`config.mk`:
```
export PLATFORM = sky130hd
export DESIGN_NAME = irqc_delayed_top
export DESIGN_NICKNAME = d
export VERILOG_FILES = /design/src/rtl/irqc_pkg.sv /design/src/rtl/irqc_status.sv /design/src/rtl/irqc_deadline.sv /design/src/rtl/irqc_delayed_top.sv
export SDC_FILE = /design/constraint.sdc
export NUM_CORES = 1
export LEC_CHECK = 0
export BUFFER_PORTS_ARGS = -buffer_cell sky130_fd_sc_hd__buf_2
export CORE_MARGIN = 10
export CORE_UTILIZATION = 30
export DETAILED_ROUTE_END_ITERATION = 8
export PLACE_DENSITY = 0.66
export REMOVE_ABC_BUFFERS = 1
export SLEW_MARGIN = 5
export SYNTH_ARGS = -nofsm -noshare
export SYNTH_HDL_FRONTEND = slang
export SYNTH_SLANG_ARGS = --single-unit
```
`constraint.sdc`:
```
create_clock -name clk -period 3.4 [get_ports clk]
set_input_delay 0.68 -clock clk [delete_from_list [all_inputs] [get_ports clk]]
set_output_delay 0.68 -clock clk [all_outputs]
set_load 0.02 [all_outputs]
```
`src/rtl/irqc_pkg.sv`:
```
package irqc_pkg;

    localparam int unsigned STAT_W_DEF = 32;
    localparam int unsigned DLY_W_DEF  = 8;

    // Action chosen by the deadline counter each cycle
    typedef enum logic [1:0] {
        SCH_HOLD = 2'd0,   // keep counting down (or stay idle)
        SCH_LOAD = 2'd1,   // take a new, earlier deadline
        SCH_FIRE = 2'd2,   // deadline reached or immediate request
        SCH_DROP = 2'd3    // nothing live any more, forget the deadline
    } sch_act_e;

endpackage

```
`src/rtl/irqc_status.sv`:
```
module irqc_status #(
    parameter int unsigned SW = irqc_pkg::STAT_W_DEF
) (
    input  logic          clk,
    input  logic          rst_n,
    input  logic          post_vld,
    input  logic [SW-1:0] post_bits,
    input  logic          stat_rd,
    input  logic          mask_we,
    input  logic [SW-1:0] mask_wdata,
    output logic [SW-1:0] isr_o,
    output logic [SW-1:0] imr_o,
    output logic          live_nx_o
);

    typedef struct packed {
        logic [SW-1:0] isr;
        logic [SW-1:0] imr;
    } stat_t;

    stat_t s_d, s_q;

    always_comb begin
        s_d = s_q;
        // the read clears what was visible; posts of this cycle are kept
        if (stat_rd)  s_d.isr = '0;
        if (post_vld) s_d.isr = s_d.isr | post_bits;
        if (mask_we)  s_d.imr = mask_wdata;
        live_nx_o = |(s_d.isr & s_d.imr);
    end

    always_ff @(posedge clk or negedge rst_n) begin
        if (!rst_n) s_q <= '0;
        else        s_q <= s_d;
    end

    assign isr_o = s_q.isr;
    assign imr_o = s_q.imr;

endmodule

```
`src/rtl/irqc_deadline.sv`:
```
module irqc_deadline
    import irqc_pkg::*;
#(
    parameter int unsigned DW = irqc_pkg::DLY_W_DEF
) (
    input  logic          clk,
    input  logic          rst_n,
    input  logic          req,
    input  logic          cancel,
    input  logic [DW-1:0] delay,
    output logic          fire_o
);

    typedef struct packed {
        logic [DW-1:0] cnt;   // 0: no deadline; 1: deadline at this edge
    } tmr_t;

    tmr_t     t_d, t_q;
    sch_act_e act;
    logic     due;
    logic     earlier;

    always_comb begin
        due     = (t_q.cnt == DW'(1));
        // remaining edges of the old deadline are cnt-1
        earlier = (t_q.cnt == '0) || (delay < (t_q.cnt - DW'(1)));

        if (cancel)                    act = SCH_DROP;
        else if (req && delay == '0)   act = SCH_FIRE;
        else if (req && earlier)       act = SCH_LOAD;
        else if (due)                  act = SCH_FIRE;
        else                           act = SCH_HOLD;

        t_d = t_q;
        unique case (act)
            SCH_DROP,
            SCH_FIRE: t_d.cnt = '0;
            SCH_LOAD: t_d.cnt = delay;
            default:  t_d.cnt = (t_q.cnt == '0) ? '0 : t_q.cnt - DW'(1);
        endcase

        fire_o = (act == SCH_FIRE);
    end

    always_ff @(posedge clk or negedge rst_n) begin
        if (!rst_n) t_q <= '0;
        else        t_q <= t_d;
    end

endmodule

```
`src/rtl/irqc_delayed_top.sv`:
```
module irqc_delayed_top #(
    parameter int unsigned SW = irqc_pkg::STAT_W_DEF,
    parameter int unsigned DW = irqc_pkg::DLY_W_DEF
) (
    input  logic          clk,
    input  logic          rst_n,
    input  logic          post_vld,
    input  logic [SW-1:0] post_bits,
    input  logic          stat_rd,
    input  logic          mask_we,
    input  logic [SW-1:0] mask_wdata,
    input  logic [DW-1:0] hold_cycles,
    output logic [SW-1:0] stat_rdata,
    output logic [SW-1:0] mask_rdata,
    output logic          irq_out
);

    typedef struct packed {
        logic irq;
    } line_t;

    line_t l_d, l_q;
    logic  live_nx;
    logic  sch_req;
    logic  sch_cancel;
    logic  sch_fire;

    irqc_status #(.SW(SW)) u_status (
        .clk        (clk),
        .rst_n      (rst_n),
        .post_vld   (post_vld),
        .post_bits  (post_bits),
        .stat_rd    (stat_rd),
        .mask_we    (mask_we),
        .mask_wdata (mask_wdata),
        .isr_o      (stat_rdata),
        .imr_o      (mask_rdata),
        .live_nx_o  (live_nx)
    );

    // an enable write resolves the line itself, so it never schedules
    assign sch_req    = post_vld & live_nx & ~mask_we;
    assign sch_cancel = ~live_nx | mask_we;

    irqc_deadline #(.DW(DW)) u_deadline (
        .clk    (clk),
        .rst_n  (rst_n),
        .req    (sch_req),
        .cancel (sch_cancel),
        .delay  (hold_cycles),
        .fire_o (sch_fire)
    );

    always_comb begin
        l_d = l_q;
        if (!live_nx)      l_d.irq = 1'b0;
        else if (mask_we)  l_d.irq = 1'b1;
        else if (sch_fire) l_d.irq = 1'b1;   // already high: no new edge
    end

    always_ff @(posedge clk or negedge rst_n) begin
        if (!rst_n) l_q <= '0;
        else        l_q <= l_d;
    end

    assign irq_out = l_q.irq;

endmodule

```
==> results of run 1 <==
==> cell type report <==
| class | instances | area, sq um |
|---|---|---|
| flip-flops and latches | 73 | 1830 |
| well taps | 143 | 179 |
| inverters | 10 | 37.5 |
| fillers | 1144 | 6760 |
| clock buffers | 13 | 280 |
| clock inverters | 2 | 35.0 |
| multi-input cells | 230 | 1610 |
| repair buffers | 144 | 743 |
==> per-layer routing <==
metal	global-route usage (%)	part of all wire, %
met1	14.3	42
met2	21.1	50
met3	4.85	7.5
met4	3.58	0.63
met5	0	0
==> stage by stage <==
step                      cell area, sq um  hold WS, ns  instances  total power, mW
after floorplan                       3470        0.384        313             1.67
after global placement                4400        0.481        600             1.99
after detailed placement              4400        0.489        600             2.01
after CTS                             4710        0.503        615             3.01
after global routing                  4710        0.532        615             3.18
final                                 4710        0.486        615             2.96
==> cells by family after synthesis <==
group,share of synthesized area [%]
xor gates and xnor gates,1.49
AOI/OAI and AO/OA,12.1
DFF,51.8
buffers and inverters,2.62
adders and majority gates,3.19
and+or+nand+nor,18.2
muxes,10.6
==> how the worst min path moves through the flow <==
stage	startpoint	to	cells after the start
2_1_floorplan	rst_n	irq_out$_DFFE_PN0P_	0
5_1_grt	u_status.isr_o[2]$_DFF_PN0_	u_status.isr_o[2]$_DFF_PN0_	2
4_1_cts	u_status.isr_o[18]$_DFF_PN0_	u_status.isr_o[18]$_DFF_PN0_	2
6_report	rst_n	u_status.isr_o[2]$_DFF_PN0_	1
3_3_place_gp	u_status.isr_o[9]$_DFF_PN0_	u_status.isr_o[9]$_DFF_PN0_	2
3_5_place_dp	u_status.isr_o[18]$_DFF_PN0_	u_status.isr_o[18]$_DFF_PN0_	2
==> synth_stat cells <==
master     instances
dfrtp_1           73
nand2_1           61
mux2_2            26
nand2b_1          24
a21boi_0          20
o21ai_0           11
inv_1             10
or4_1             10
clkbuf_1           9
ha_1               9
a2111o_1           8
a21oi_1            8
nor2_1             7
nand3b_1           6
nor3_1             5
a21boi_1           4
mux2_4             4
xnor2_1            3
xor2_1             3
and3b_1            2
buf_2              2
mux2_1             2
nor3b_1            2
o21a_1             2
o21ai_1            2
or4_4              2
a2111oi_0          1
a211o_1            1
a31o_2             1
and2_1             1
and3_1             1
buf_6              1
nand4_1            1
nor2_4             1
nor4_1             1
o221a_2            1
==> worst max-delay path: stages (launching register included) <==
cell and delay [ns]:
dfrtp_1 0.43, nor3_1 0.31, nor3b_1 0.27, xnor2_1 0.18, ha_1 0.28, a21oi_1 0.12, o21a_1 0.15, o221a_2 0.32
nor2_1 0.07, a2111oi_0 0.38, nor2_1 0.07
==> flip-flops by register name, indices dropped and copies added, names as in the netlist <==
name            cells
u_status.isr_o     32
u_deadline.t_q      8
irq_out             1
u_status.imr_o     32
==> report_power, final <==
part | leakage (nW) | internal, mW | switching, mW
clock | 0.158 | 0.642 | 0.328
sequential | 0.878 | 0.976 | 0.0714
combinational | 1.31 | 0.412 | 0.532
total | 2.35 | 2.03 | 0.931
==> impl_results.md, run 1 <==
- Total grt overflow: 0
- Vias in the first global route: 3354
- FF+latch count, synth: 73
- Hpwl dp: 7890 um
- Num CTS Buffers: 9
- Share of layout cells above drive strength 1: 41.1%
- Worst-margin pin slew: 0.933 ns
- Crit Reg-Reg Startpoint: u_deadline.t_q[0]$_DFF_PN0_
- Synth top area share: 51.8%
- Lkg Pwr: 2.35 nW
- Initial Util: 30.8%
- YS warnings: 0
- Arrival @ worst endpoint: 2.90 ns
- Hold Violations, Final: 0
- Postcts setup bufs: 0
- Largest net degree at the start of global routing: 74
- Pins Over Slew Limit: 0
- Startpoint types: register
- Top area cells in the synthesized netlist: dfrtp_1, mux2_2, nand2_1, a21boi_0, nand2b_1
- Iter 0 DRT Violations: 133
- Final setup margin: 0.688 ns
- # diodes: 0
- Die height: 128 um
- Initial antenna violation count: 0
- Final Core Density: 41.1%
- GRT Resource Usage Total: 12.5%
- R2R depth: 10
- Tmin final: 2.71 ns
- Via count: 2955
- First-pass GRT wire length: 16700 um
- DR pass1 iterations: 5
- Max H-tree Level: 3
- Post-route ant nets: 0
- Post-Synthesis Cell Area: 3530 sq um
- Most common cell after layout, fill and taps aside: buf_2
- Clk slew on worst S/H paths: 0.05 ns
- Slew Limit Headroom: 37.8%
- Die area: 16500 sq um
- Unrepaired setup endpoints after global routing: no
- Area Overhead vs Synth: 33.5%
- Drt total wl: 10400 um
- Worst EP required: 3.59 ns
- Root Buffer: clkbuf_16
- Worst Setup EP: irq_out$_DFFE_PN0P_
- # DRC: 0
- Fmax: 369 MHz
- Fin Clk Skew: 0.00530 ns
- Status: finished, final reports clean
- Most frequent cells in the layout: buf_2, dfrtp_1, nand2_1
- Syn Inst Count: 325
- Hold crit path type: input port to async pin
- Hold_buf cts: 0
- VDD IR-drop max: 0.282 mV
- Sequential fraction of the synthesis area: 51.8%
- Die width: 128 um
- Ports: 142
- Setup TNS: 0 ns
- Post-cts gate resize count: 0
- Power Density: 629 nW/um^2
- Vias per cell: 4.80
- Routability Congestion: 0.868
- WS Path Type: register to register
- Element type at the critical path end: register
- Clock sink count: 73
- Nets: 554
- Max clock buf depth: 2
- Critical path origin: u_deadline.t_q[0]$_DFF_PN0_
- Setup Viol. Count Final: 0
- CP Max Fanout: 9
- Core area: 11500 sq um
- Port Buffer Count: 141
- Maxcap violations: 0
- Synth area leader: dfrtp_1
- Final period utilization: 79.8%
- RR Endpoint: irq_out$_DFFE_PN0P_
- DR WL/cell: 16.9 um
- Site row count: 39
- Clk_lat worst skew: 0.32 ns
- Synth unique cells: 36
- Mean Syn Cell Area: 10.9 sq um
- Pre-CTS WS: 0.358 ns
- CTS tree: yes
- Flop-to-flop setup slack: 0.69 ns
No activity file was read; power rests on OpenSTA's default activity.
==> inputs of run 2 (changes only) <==
Settings changed: ABC_AREA set to 1.
Clock period 3.4 ns to 2.85 ns, I/O delays scaled along.
==> impl_results.md, run 2 <==
- Area Overhead vs Synth: 32.3% (was 33.5%)
- CTS tree: yes (unchanged)
- Worst-margin pin slew: 0.912 ns (was 0.933 ns)
- Port Buffer Count: 141 (unchanged)
- Post-cts gate resize count: 0 (unchanged)
- R2R depth: 15 (was 10)
- Final period utilization: 89.2% (was 79.8%)
- Flop-to-flop setup slack: 0.31 ns (was 0.69 ns)
- Clock sink count: 73 (unchanged)
- FF+latch count, synth: 73 (unchanged)
- Placed cell area: 4330 sq um (was 4400 sq um)
- Status: finished, final reports clean (unchanged)
- Slowest cell on crit path: dfrtp_1 (unchanged)
- CP cell instances: inv_1 -> ha_1 -> nand2_1 -> nor3_1 -> xnor2_1 -> ha_1 -> nand2_1 -> o21a_1 -> nand2_1 -> nand2_1 -> nand4_1 -> nand2_2 -> nand2_2 -> nand2_1 -> nand2_1 (was nor3_1 -> nor3b_1 -> xnor2_1 -> ha_1 -> a21oi_1 -> o21a_1 -> o221a_2 -> nor2_1 -> a2111oi_0 -> nor2_1)
- Core area: 11500 sq um (unchanged)
- WS Path Type: register to register (unchanged)
- Root Buffer: clkbuf_16 (unchanged)
- Post-route ant nets: 0 (unchanged)
- Synth top cells by count: nand2_1, dfrtp_1, nand2_2 (was dfrtp_1, nand2_1, mux2_2)
- Hpwl dp: 8360 um (was 7890 um)
- Top area cells in the synthesized netlist: dfrtp_1, nand2_1, nand2_2, ha_1, nor2_1 (was dfrtp_1, mux2_2, nand2_1, a21boi_0, nand2b_1)
- Site row count: 39 (unchanged)
- Nets: 665 (was 554)
- Most common cell after layout, fill and taps aside: nand2_1 (was buf_2)
- Critical path origin: u_deadline.t_q[0]$_DFF_PN0_ (unchanged)
- Post-synthesis async set-or-reset flop share: 100% (unchanged)
- First-pass GRT wire length: 17500 um (was 16700 um)
- Fmax: 393 MHz (was 369 MHz)
- Die height: 128 um (about the same)
- VDD IR-drop max: 0.387 mV (was 0.282 mV)
- Setup Viol. Count Final: 0 (unchanged)
- # diodes: 0 (unchanged)
- Post-Synthesis Cell Area: 3510 sq um (was 3530 sq um)
- Die area: 16400 sq um (was 16500 sq um)
- Pwr Total: 3.53 mW (was 2.96 mW)
- GRT Resource Usage Total: 13.3% (was 12.5%)
- Total grt overflow: 0 (unchanged)
- Hold_buf cts: 0 (unchanged)
- Worst Setup EP: irq_out$_DFFE_PN0P_ (unchanged)
- RR Endpoint: irq_out$_DFFE_PN0P_ (unchanged)
- Setup TNS: 0 ns (unchanged)
- Die width: 128 um (about the same)
- YS warnings: 0 (unchanged)
- Final Cell Area: 4650 sq um (was 4710 sq um)
- Initial antenna violation count: 0 (unchanged)
- Synth area leader: dfrtp_1 (unchanged)
- Unrepaired setup endpoints after global routing: no (unchanged)
- Top-count cell post-synth: nand2_1 (was dfrtp_1)
- Largest net degree at the start of global routing: 74 (unchanged)
- DR pass1 iterations: 4 (was 5)
- Num CTS Buffers: 9 (unchanged)
- Max clock buf depth: 2 (unchanged)
- Most frequent cells in the layout: nand2_1, buf_2, dfrtp_1 (was buf_2, dfrtp_1, nand2_1)
- Drt total wl: 10600 um (was 10400 um)
- Slew Limit Headroom: 39.2% (was 37.8%)
- Tmin final: 2.54 ns (was 2.71 ns)
- Fin Clk Skew: 0.00889 ns (was 0.00530 ns)
- Startpoint types: register (unchanged)
- Routability Congestion: 0.747 (was 0.868)
- Power Density: 760 nW/um^2 (was 629 nW/um^2)
- Synth unique cells: 25 (was 36)
- Hold crit path type: input port to async pin (unchanged)
- Ports: 142 (unchanged)
- Clk_lat worst skew: 0.33 ns (was 0.32 ns)
- Pins Over Slew Limit: 0 (unchanged)
- DR WL/cell: 14.6 um (was 16.9 um)
- Syn Inst Count: 438 (was 325)
- Initial Util: 30.6% (was 30.8%)
- Cell repeated most along the worst path: nand2_1 (was nor2_1)
- Arrival @ worst endpoint: 2.76 ns (was 2.90 ns)
- Main synth FF type: dfrtp_1 (unchanged)
- Mean Syn Cell Area: 8.02 sq um (was 10.9 sq um)
- Crit Reg-Reg Startpoint: u_deadline.t_q[0]$_DFF_PN0_ (unchanged)
- Sequential fraction of the synthesis area: 52.0% (was 51.8%)
- Lkg Pwr: 2.67 nW (was 2.35 nW)
- Iter 0 DRT Violations: 164 (was 133)
- Worst EP required: 3.07 ns (was 3.59 ns)
- Clk slew on worst S/H paths: 0.06 ns (was 0.05 ns)
- Max H-tree Level: 3 (unchanged)
- Hold Violations, Final: 0 (unchanged)
- Maxcap violations: 0 (unchanged)
- Number of synthesized flops with an enable pin: 0 (unchanged)
- Vias in the first global route: 3506 (was 3354)
- Vias per cell: 4.42 (was 4.80)
- # DRC: 0 (unchanged)
- Synth top area share: 52.0% (was 51.8%)
- CP Max Fanout: 10 (was 9)
- Element type at the critical path end: register (unchanged)
- Via count: 3216 (was 2955)
- Postcts setup bufs: 0 (unchanged)
- CP max stage delay: 0.42 ns (was 0.43 ns)
- Share of layout cells above drive strength 1: 32.4% (was 41.1%)
-- run 2: changes by cell type in the layout (fill, tap and decap cells not counted), sizes merged, moves of 5 or more --
cell	before	now
nand3	0	5
a21boi	24	0
nand2b	24	0
nand3b	6	0
or4	12	0
nor2	8	24
nand2	61	277
nand4	1	9
o21ai	13	1
a2111o	8	0
mux2	32	0
a21oi	8	3
-- run 2: worst max-delay path, delay by kind of cell, from the launching register on --
family | cells | cell delay (ns)
simple gates | 10 | 1.10
fa+ha+maj | 2 | 0.47
flops | 1 | 0.42
xor+xnor | 1 | 0.21
compound gates | 1 | 0.13
buf+inv | 1 | 0.10
-- run 2: routing by layer --
layer	global-route usage (%)	part of all wire (%)	vias to the layer above	wire [um]
met2	21.6	49	105	5180
met1	15.6	42	1455	4490
met3	5.25	7.6	10	803
met5	0	0	-	0
li1	-	-	1646	-
met4	4.24	1.3	0	141
-- run 2: kinds of logic (layout without fill, tap and decap cells) --
| kind of cell | count (synthesis) | count (layout) | synth area share, % |
|---|---|---|---|
| AND/OR/NAND/NOR | 322 | 322 | 37.8 |
| XOR/XNOR | 6 | 6 | 1.50 |
| flip-flops | 73 | 73 | 52.0 |
| buffers and inverters | 23 | 169 | 4.74 |
| AO/OA/AOI/OAI | 5 | 5 | 0.783 |
| adder cells (fa/ha/maj) | 9 | 9 | 3.21 |
-- run 2: worst min path at each step --
stage                                              end                    startpoint  slack, ns  depth (start not counted)
after global routing      u_status.isr_o[22]$_DFF_PN0_                 post_bits[22]       0.46                          3
after CTS                 u_status.isr_o[21]$_DFF_PN0_                         rst_n       0.42                          1
after global placement    u_status.imr_o[25]$_DFF_PN0_  u_status.imr_o[25]$_DFF_PN0_       0.47                          2
after detailed placement  u_status.imr_o[22]$_DFF_PN0_  u_status.imr_o[22]$_DFF_PN0_       0.47                          2
final                     u_status.imr_o[21]$_DFF_PN0_                         rst_n       0.37                          1
after floorplan                    irq_out$_DFFE_PN0P_                         rst_n       0.27                          0
-- run 2: through the flow --
| stage | hold slack [ns] | cells | setup slack [ns] | util [%] |
|---|---|---|---|---|
| global route | 0.458 | 727 | 0.0353 | 40.5 |
| global placement | 0.474 | 711 | 0.375 | 37.7 |
| detailed placement | 0.473 | 711 | 0.275 | 37.7 |
| CTS | 0.415 | 727 | 0.286 | 40.5 |
| finish | 0.373 | 727 | 0.308 | 40.5 |
| floorplan | 0.274 | 423 | 0.626 | - |
-- run 2: final cells by class --
cell class	count	area [sq um]
Clock inverter	5	78.8
Timing Repair Buffer	145	763
Multi-Input combinational cell	342	1520
Tap cell	143	179
Clock buffer	11	243
Inverter	8	37.5
Sequential cell	73	1830
Fill cell	1173	6820
-- run 2: report_power, final --
| part | internal, mW | switching [mW] | leakage, nW |
|---|---|---|---|
| logic | 0.402 | 0.678 | 1.62 |
| registers | 1.16 | 0.0837 | 0.895 |
| clock network | 0.788 | 0.418 | 0.159 |
